==> src/rtl/mpu_pkg.sv <==
// Package: shared widths and the region record used by the protection checker.
// Assumes a byte-addressed space of ADDR_W bits.
package mpu_pkg;
    parameter int ADDR_W        = 32;
    parameter int SIZE_W        = 5;
    parameter int PERM_W        = 2;
    parameter int MIN_SIZE_CODE = 11;

    typedef enum logic [PERM_W-1:0] {
        PERM_NONE      = 2'd0,
        PERM_PRIV_ONLY = 2'd1,
        PERM_USER_RO   = 2'd2,
        PERM_FULL      = 2'd3
    } perm_e;

    typedef struct packed {
        logic              en;
        logic [ADDR_W-1:0] base;
        logic [SIZE_W-1:0] size;
        logic              c;
        logic              b;
        perm_e             perm;
    } region_t;
endpackage

==> src/rtl/mpu_region_regs.sv <==
// Module: holds the programmable region records.
// Assumes at most one write per cycle. Reset clears only the enable bits.
module mpu_region_regs
    import mpu_pkg::*;
#(
    parameter int NUM_REGIONS = 8,
    localparam int IDX_W = $clog2(NUM_REGIONS)
) (
    input  logic              clk,
    input  logic              rst_n,
    input  logic              wr_en,
    input  logic [IDX_W-1:0]  wr_idx,
    input  region_t           wr_rec,
    output region_t           regions [NUM_REGIONS]
);
    for (genvar i = 0; i < NUM_REGIONS; i++) begin : g_reg
        // Update one region record on a matching write; clear enable on reset.
        always_ff @(posedge clk) begin
            if (!rst_n) begin
                regions[i].en <= 1'b0;
            end else if (wr_en && wr_idx == IDX_W'(i)) begin
                regions[i] <= wr_rec;
            end
        end

        AST_RESET_CLEARS_EN: assert property (@(posedge clk)
            !rst_n |=> !regions[i].en);
    end
endmodule

==> src/rtl/mpu_region_match.sv <==
// Module: decides whether one region covers an address.
// Assumes the size code means 2^(N+1) bytes. Codes below MIN_SIZE_CODE disable the region.
module mpu_region_match
    import mpu_pkg::*;
(
    input  region_t           rec,
    input  logic [ADDR_W-1:0] addr,
    output logic              hit
);
    logic [SIZE_W:0]   shift_amt;
    logic [ADDR_W-1:0] mask;
    logic              size_ok;

    // Build the mask of address bits above the region size and compare them.
    always_comb begin
        shift_amt = {1'b0, rec.size} + (SIZE_W+1)'(1);
        mask      = {ADDR_W{1'b1}} << shift_amt;
        size_ok   = rec.size >= SIZE_W'(MIN_SIZE_CODE);
        hit       = rec.en && size_ok && ((addr & mask) == (rec.base & mask));
    end
endmodule

==> src/rtl/mpu_priority_pick.sv <==
// Module: picks the highest-numbered set bit of a match vector.
// Assumes a higher index means a higher priority.
module mpu_priority_pick #(
    parameter int NUM_REGIONS = 8,
    localparam int IDX_W = $clog2(NUM_REGIONS)
) (
    input  logic [NUM_REGIONS-1:0] match,
    output logic                   any,
    output logic [IDX_W-1:0]       idx
);
    // Scan upward so that the last match found, the highest index, wins.
    always_comb begin
        any = 1'b0;
        idx = '0;
        for (int i = 0; i < NUM_REGIONS; i++) begin
            if (match[i]) begin
                any = 1'b1;
                idx = IDX_W'(i);
            end
        end
    end

    // Check that the winner is a real match with no higher match above it.
    always_comb begin
        if (any) begin
            AST_WIN_IS_MATCH: assert (match[idx]);
            AST_NO_HIGHER_MATCH: assert (((match >> idx) >> 1) == '0);
        end
    end
endmodule

==> src/rtl/mpu_perm_check.sv <==
// Module: decides whether an access may proceed under a permission code.
// Assumes priv=1 for privileged and write=1 for a write.
module mpu_perm_check
    import mpu_pkg::*;
(
    input  perm_e perm,
    input  logic  write,
    input  logic  priv,
    output logic  allow
);
    // Decode the permission code against the access kind.
    always_comb begin
        unique case (perm)
            PERM_NONE:      allow = 1'b0;
            PERM_PRIV_ONLY: allow = priv;
            PERM_USER_RO:   allow = priv || !write;
            PERM_FULL:      allow = 1'b1;
            default:        allow = 1'b0;
        endcase
    end
endmodule

==> src/rtl/mpu_region_check.sv <==
// Module: top of the protection checker. It matches the address against all regions,
// resolves overlaps by priority, checks permission and registers the result.
// Assumes the request lasts one cycle. Region writes apply at the same edge as the
// request is sampled, so that request sees the old records.
module mpu_region_check
    import mpu_pkg::*;
#(
    parameter int NUM_REGIONS = 8,
    localparam int IDX_W = $clog2(NUM_REGIONS)
) (
    input  logic              clk,
    input  logic              rst_n,
    input  logic              wr_en,
    input  logic [IDX_W-1:0]  wr_idx,
    input  logic [ADDR_W-1:0] wr_base,
    input  logic [SIZE_W-1:0] wr_size,
    input  logic              wr_enable,
    input  logic              wr_cacheable,
    input  logic              wr_bufferable,
    input  logic [PERM_W-1:0] wr_perm,
    input  logic              req_valid,
    input  logic [ADDR_W-1:0] req_addr,
    input  logic              req_write,
    input  logic              req_priv,
    output logic              rsp_valid,
    output logic              rsp_hit,
    output logic [IDX_W-1:0]  rsp_region,
    output logic              rsp_cacheable,
    output logic              rsp_bufferable,
    output logic              rsp_abort
);
    region_t                regions [NUM_REGIONS];
    region_t                wr_rec;
    logic [NUM_REGIONS-1:0] match;
    logic                   any_hit;
    logic [IDX_W-1:0]       win_idx;
    region_t                win_rec;
    logic                   allow;
    logic                   abort_n;

    // Gather the write-port fields into one record.
    always_comb begin
        wr_rec = '{en: wr_enable, base: wr_base, size: wr_size, c: wr_cacheable,
                   b: wr_bufferable, perm: perm_e'(wr_perm)};
    end

    mpu_region_regs #(.NUM_REGIONS(NUM_REGIONS)) u_regs (
        .clk(clk), .rst_n(rst_n), .wr_en(wr_en), .wr_idx(wr_idx),
        .wr_rec(wr_rec), .regions(regions)
    );

    for (genvar i = 0; i < NUM_REGIONS; i++) begin : g_match
        mpu_region_match u_match (
            .rec(regions[i]), .addr(req_addr), .hit(match[i])
        );
    end

    mpu_priority_pick #(.NUM_REGIONS(NUM_REGIONS)) u_pick (
        .match(match), .any(any_hit), .idx(win_idx)
    );

    // Select the winning region record.
    always_comb begin
        win_rec = regions[win_idx];
    end

    mpu_perm_check u_perm (
        .perm(win_rec.perm), .write(req_write), .priv(req_priv), .allow(allow)
    );

    // An access passes only when some region matched and its permission allows it.
    always_comb begin
        abort_n = any_hit && allow;
    end

    // Register the response one cycle after the request.
    always_ff @(posedge clk) begin
        if (!rst_n) begin
            rsp_valid      <= 1'b0;
            rsp_hit        <= 1'b0;
            rsp_region     <= '0;
            rsp_cacheable  <= 1'b0;
            rsp_bufferable <= 1'b0;
            rsp_abort      <= 1'b0;
        end else begin
            rsp_valid <= req_valid;
            if (req_valid) begin
                rsp_hit        <= any_hit;
                rsp_region     <= any_hit ? win_idx : '0;
                rsp_cacheable  <= abort_n && win_rec.c;
                rsp_bufferable <= abort_n && win_rec.b;
                rsp_abort      <= !abort_n;
            end
        end
    end

    AST_RSP_AFTER_REQ: assert property (@(posedge clk) disable iff (!rst_n)
        req_valid |=> rsp_valid);
    AST_NO_RSP_WITHOUT_REQ: assert property (@(posedge clk) disable iff (!rst_n)
        !req_valid |=> !rsp_valid);
    AST_ABORT_NO_ATTR: assert property (@(posedge clk) disable iff (!rst_n)
        rsp_abort |-> !rsp_cacheable && !rsp_bufferable);
    AST_MISS_ABORTS: assert property (@(posedge clk) disable iff (!rst_n)
        (rsp_valid && !rsp_hit) |-> rsp_abort);
    AST_NONE_CODE_DENIES: assert property (@(posedge clk) disable iff (!rst_n)
        (req_valid && any_hit && win_rec.perm == PERM_NONE) |=> rsp_abort);
endmodule

==> config.mk <==
export PLATFORM = sky130hd
export DESIGN_NAME = mpu_region_check
export DESIGN_NICKNAME = d
export VERILOG_FILES = /design/src/rtl/mpu_pkg.sv /design/src/rtl/mpu_region_regs.sv /design/src/rtl/mpu_region_match.sv /design/src/rtl/mpu_priority_pick.sv /design/src/rtl/mpu_perm_check.sv /design/src/rtl/mpu_region_check.sv
export SDC_FILE = /design/constraint.sdc
export NUM_CORES = 1
export LEC_CHECK = 0
export BUFFER_PORTS_ARGS = -buffer_cell sky130_fd_sc_hd__clkbuf_2
export CORE_ASPECT_RATIO = 0.5
export CORE_UTILIZATION = 50
export DETAILED_ROUTE_END_ITERATION = 10
export PLACE_DENSITY = 0.71
export REMOVE_ABC_BUFFERS = 1
export SYNTH_ARGS = -nofsm -noshare
export SYNTH_HDL_FRONTEND = slang
export SYNTH_SLANG_ARGS = --single-unit
==> constraint.sdc <==
create_clock -name clk -period 5.2 [get_ports clk]
set_input_delay 1.04 -clock clk [delete_from_list [all_inputs] [get_ports clk]]
set_output_delay 1.04 -clock clk [all_outputs]
set_load 0.1 [all_outputs]
==> results.tsv <==
stage	metric	value	unit
setup_path	Bufs and invs on worst path	1	
synthesis	Mapped Cells	1381	
final_layout	final instance area	19200	sq um
synthesis	Distinct cells, synth	91	
synthesis	most frequent cell after synthesis	edfxtp_1	
pwr	Sw Share	24.1	%
floorplanning	I/O pin count	91	
final_layout	n_diodes	0	
floorplanning	die area	35300	sq um
floorplanning	Initial Util	51.5	%
drt	Avg WL per Cell	27.7	um
pwr	Comb pwr share	9.6	%
global_route	largest net degree at the start of global routing	42	
clock_network	clk root buf	clkbuf_16	
setup_path	Worst Path Class, Setup	reg -> reg	
final_layout	area grow syn2layout	11.3	%
drt	Routed Antenna Nets	0	
placed_design	routability congestion estimate	1.05	
timing	Tcrit/Tclk final	95.0	%
clock_network	CTS buffer count	31	
synthesis	top_reg_cell synth	edfxtp_1	
hold_path	Endpoint, Worst Hold	rsp_hit	
pwr	power share of the clock group	37.8	%
pwr	P_sw	1430	uW
global_route	GRT Util Overall	30.1	%
placed_design	Placed Cells	1881	
global_route	vias in the first global route	11167	
global_route	grt ovf	0	
hold_path	hold path startpoint	rsp_hit	
synthesis	Seq/Total Area, Yosys	58.7	%
synthesis	top post-synthesis cells by count	edfxtp_1 (327), xor2_1 (156), xnor2_1 (124)	
synthesis	EDFF count, synth	327	
setup_path	Worst path depth	16	
timing	Slew @ Worst Pin	1.30	ns
setup_path	Cell Chain, Critical Path	ha_1 -> inv_1 -> ha_1 -> nor2b_1 -> a21oi_1 -> o21ai_0 -> a2111o_1 -> o21ai_1 -> and3_1 -> nor2_1 -> and4b_2 -> o2111a_1 -> a211oi_2 -> a211oi_1 -> or3_1 -> a211oi_2	
timing	RSZ-0062 raised after global routing	false	
clock_network	Clk pin slew, worst setup/hold paths	0.07	ns
pwr	Reg power frac	52.6	%
clock_network	CTS tree	done	
synthesis	synthesized flop and latch total	343	
synthesis	cell area after synthesis	17300	sq um
synthesis	Mean Syn Cell Area	12.5	sq um
clock_network	largest buffer count on any clock path	3	
placed_design	Port Buffer Count	90	
setup_path	Crit path arrival time	5.44	ns
global_route	first-pass GRT wire length	75700	um
setup_path	critical path's top delay family	compound AO/OA/AOI/OAI gates	
setup_path	FF-to-FF path depth	16	
clock_network	Post-CTS Setup Bufs	0	
floorplanning	Die Wd	265	um
global_route	antenna violations before repair	6	
setup_path	crit path max-delay cell type	ha_1	
drt	routed via count	12281	
setup_path	flop-to-flop setup slack	0.26	ns
timing	Final setup viols	0	
drt	DR iter-0 viols	1772	
synthesis	dominant cell type by area after synthesis	edfxtp_1	
clock_network	worst skew pair latency	0.58	ns
timing	Slew headroom	13.1	%
synthesis	area share of the largest cell type after synthesis	56.8	%
clock_network	H-tree depth	1	
timing	Clock Skews	0.00838	ns
outcome	run status	complete, no violations	
timing	Tmin final	4.94	ns
drt	Vias/cell	6.35	
hold_path	worst hold path depth	2	
floorplanning	row cnt	47	
drt	Remaining DRCs	0	
floorplanning	Die H	133	um
pwr	peak supply drop	222	uV
drt	final WL	53600	um
synthesis	Ys Warns	0	
clock_network	CTS Sinks	343	
final_layout	layout cell share with drive strength beyond 1	13.6	%
setup_path	slowest cell delay on critical path	0.49	ns
setup_path	CP max FO	9	
pwr	Lkg Pwr	0.00654	uW
run	Max Cap Violations	0	
pwr	power per cell area	308	nW/um^2
placed_design	DP Wirelength	39300	um
timing	Fmax	0.203	GHz
setup_path	critical path endpoint category	flip-flop	
setup_path	r2r startpoint	u_regs.regions[5]	
synthesis	Synth async-reset ratio	0	%
hold_path	HP Class	reg -> reg	
setup_path	reg2reg end	rsp_cacheable	
floorplanning	Core ar.	33500	sq um
final_layout	non-filler instance count after layout	1934	
setup_path	Worst Path Required	5.71	ns
timing	Hold Fails Final Rpt	0	
pwr	internal power	4490	uW
setup_path	crit path launch type	flip-flop	
timing	Final TNS setup	0	ns
timing	max-slew violations	0	
synthesis	main area contributors after synthesis	edfxtp_1 (57%), xor2_1 (7.9%), xnor2_1 (6.3%), ha_1 (2.3%), a21oi_1 (2.2%)	
final_layout	Nets	1588	
setup_path	Worst Setup SP	u_regs.regions[5]	
clock_network	Resized cells post-CTS	0	
placed_design	placed inst area	18200	sq um
clock_network	hold_buf cts	0	
drt	TritonRoute pass-1 iters	9	
[cell usage in the layout, fill, tap and decap left out, drive strengths merged, types with 32 or more instances in the layout]
master	n
edfxtp	327
xor2	157
clkbuf	132
xnor2	125
a21oi	76
nor2	75
o21ai	72
nand2	62
inv	37
ha	32
[worst reg2reg max path, delay by kind of cell, from the launching register on]
family                   cells  cell delay [ns]
AO/OA/AOI/OAI                8             1.91
adder cells (fa/ha/maj)      2             0.77
buffers and inverters        1             0.09
flip-flops                   1             0.45
AND/OR/NAND/NOR              5             1.64
[per-layer routing]
| metal | GRT usage (%) | vias up | share of wire, % |
|---|---|---|---|
| met5 | 0 | - | 0.050 |
| met4 | 6.55 | 4 | 2.4 |
| met3 | 12.4 | 94 | 15 |
| met2 | 41.4 | 816 | 40 |
| met1 | 44.1 | 6015 | 42 |
| li1 | - | 5352 | - |
[through the flow]
stage	total power, uW	hold WS [ns]	utilization, %	setup WS, ns
after global placement	3710	0.456	54.4	0.175
after detailed placement	3720	0.460	54.4	0.130
after CTS	5910	0.470	57.3	0.104
after global routing	6050	0.508	57.4	0.0216
after floorplan	3440	0.450	-	1.29
final	5920	0.471	57.4	0.262
[cell families after synthesis]
kind of cell / count (synthesis) / share of synthesized area (%)
DFF: 343 / 58.7
AOI/OAI and AO/OA: 313 / 12.0
muxes: 15 / 0.869
buffers and inverters: 95 / 2.57
adders and majority gates: 35 / 2.50
xor gates and xnor gates: 282 / 14.4
and+or+nand+nor: 298 / 8.94
[worst max-delay path by stage]
stage	to	slack [ns]
finish	rsp_cacheable	0.26
global route	rsp_bufferable	0.02
global placement	rsp_bufferable	0.18
CTS	rsp_bufferable	0.10
floorplan	rsp_bufferable	1.29
detailed placement	rsp_bufferable	0.13
[cell type report]
| cell class | instances | area (sq um) |
|---|---|---|
| clock buffers | 42 | 888 |
| clock inverters | 11 | 78.8 |
| fillers | 2725 | 14300 |
| inverters | 37 | 139 |
| multi-input cells | 943 | 6780 |
| flip-flops and latches | 343 | 10100 |
| well taps | 441 | 552 |
| repair buffers | 117 | 653 |
[registers in the layout, indices dropped and copies added (netlist names)]
name and cells:
rsp_cacheable 1, u_regs.regions 335, rsp_bufferable 1, rsp_region 3, rsp_abort 1, rsp_valid 1, rsp_hit 1
[power by group through the flow]
stage / Clock [uW] / Sequential, uW / Combinational [uW]
global placement: 0 / 3170 / 537
finish: 2230 / 3110 / 569
global route: 2340 / 3120 / 594
detailed placement: 0 / 3170 / 543
CTS: 2250 / 3110 / 546
floorplan: 0 / 3180 / 257
No activity file was read; power rests on OpenSTA's default activity.
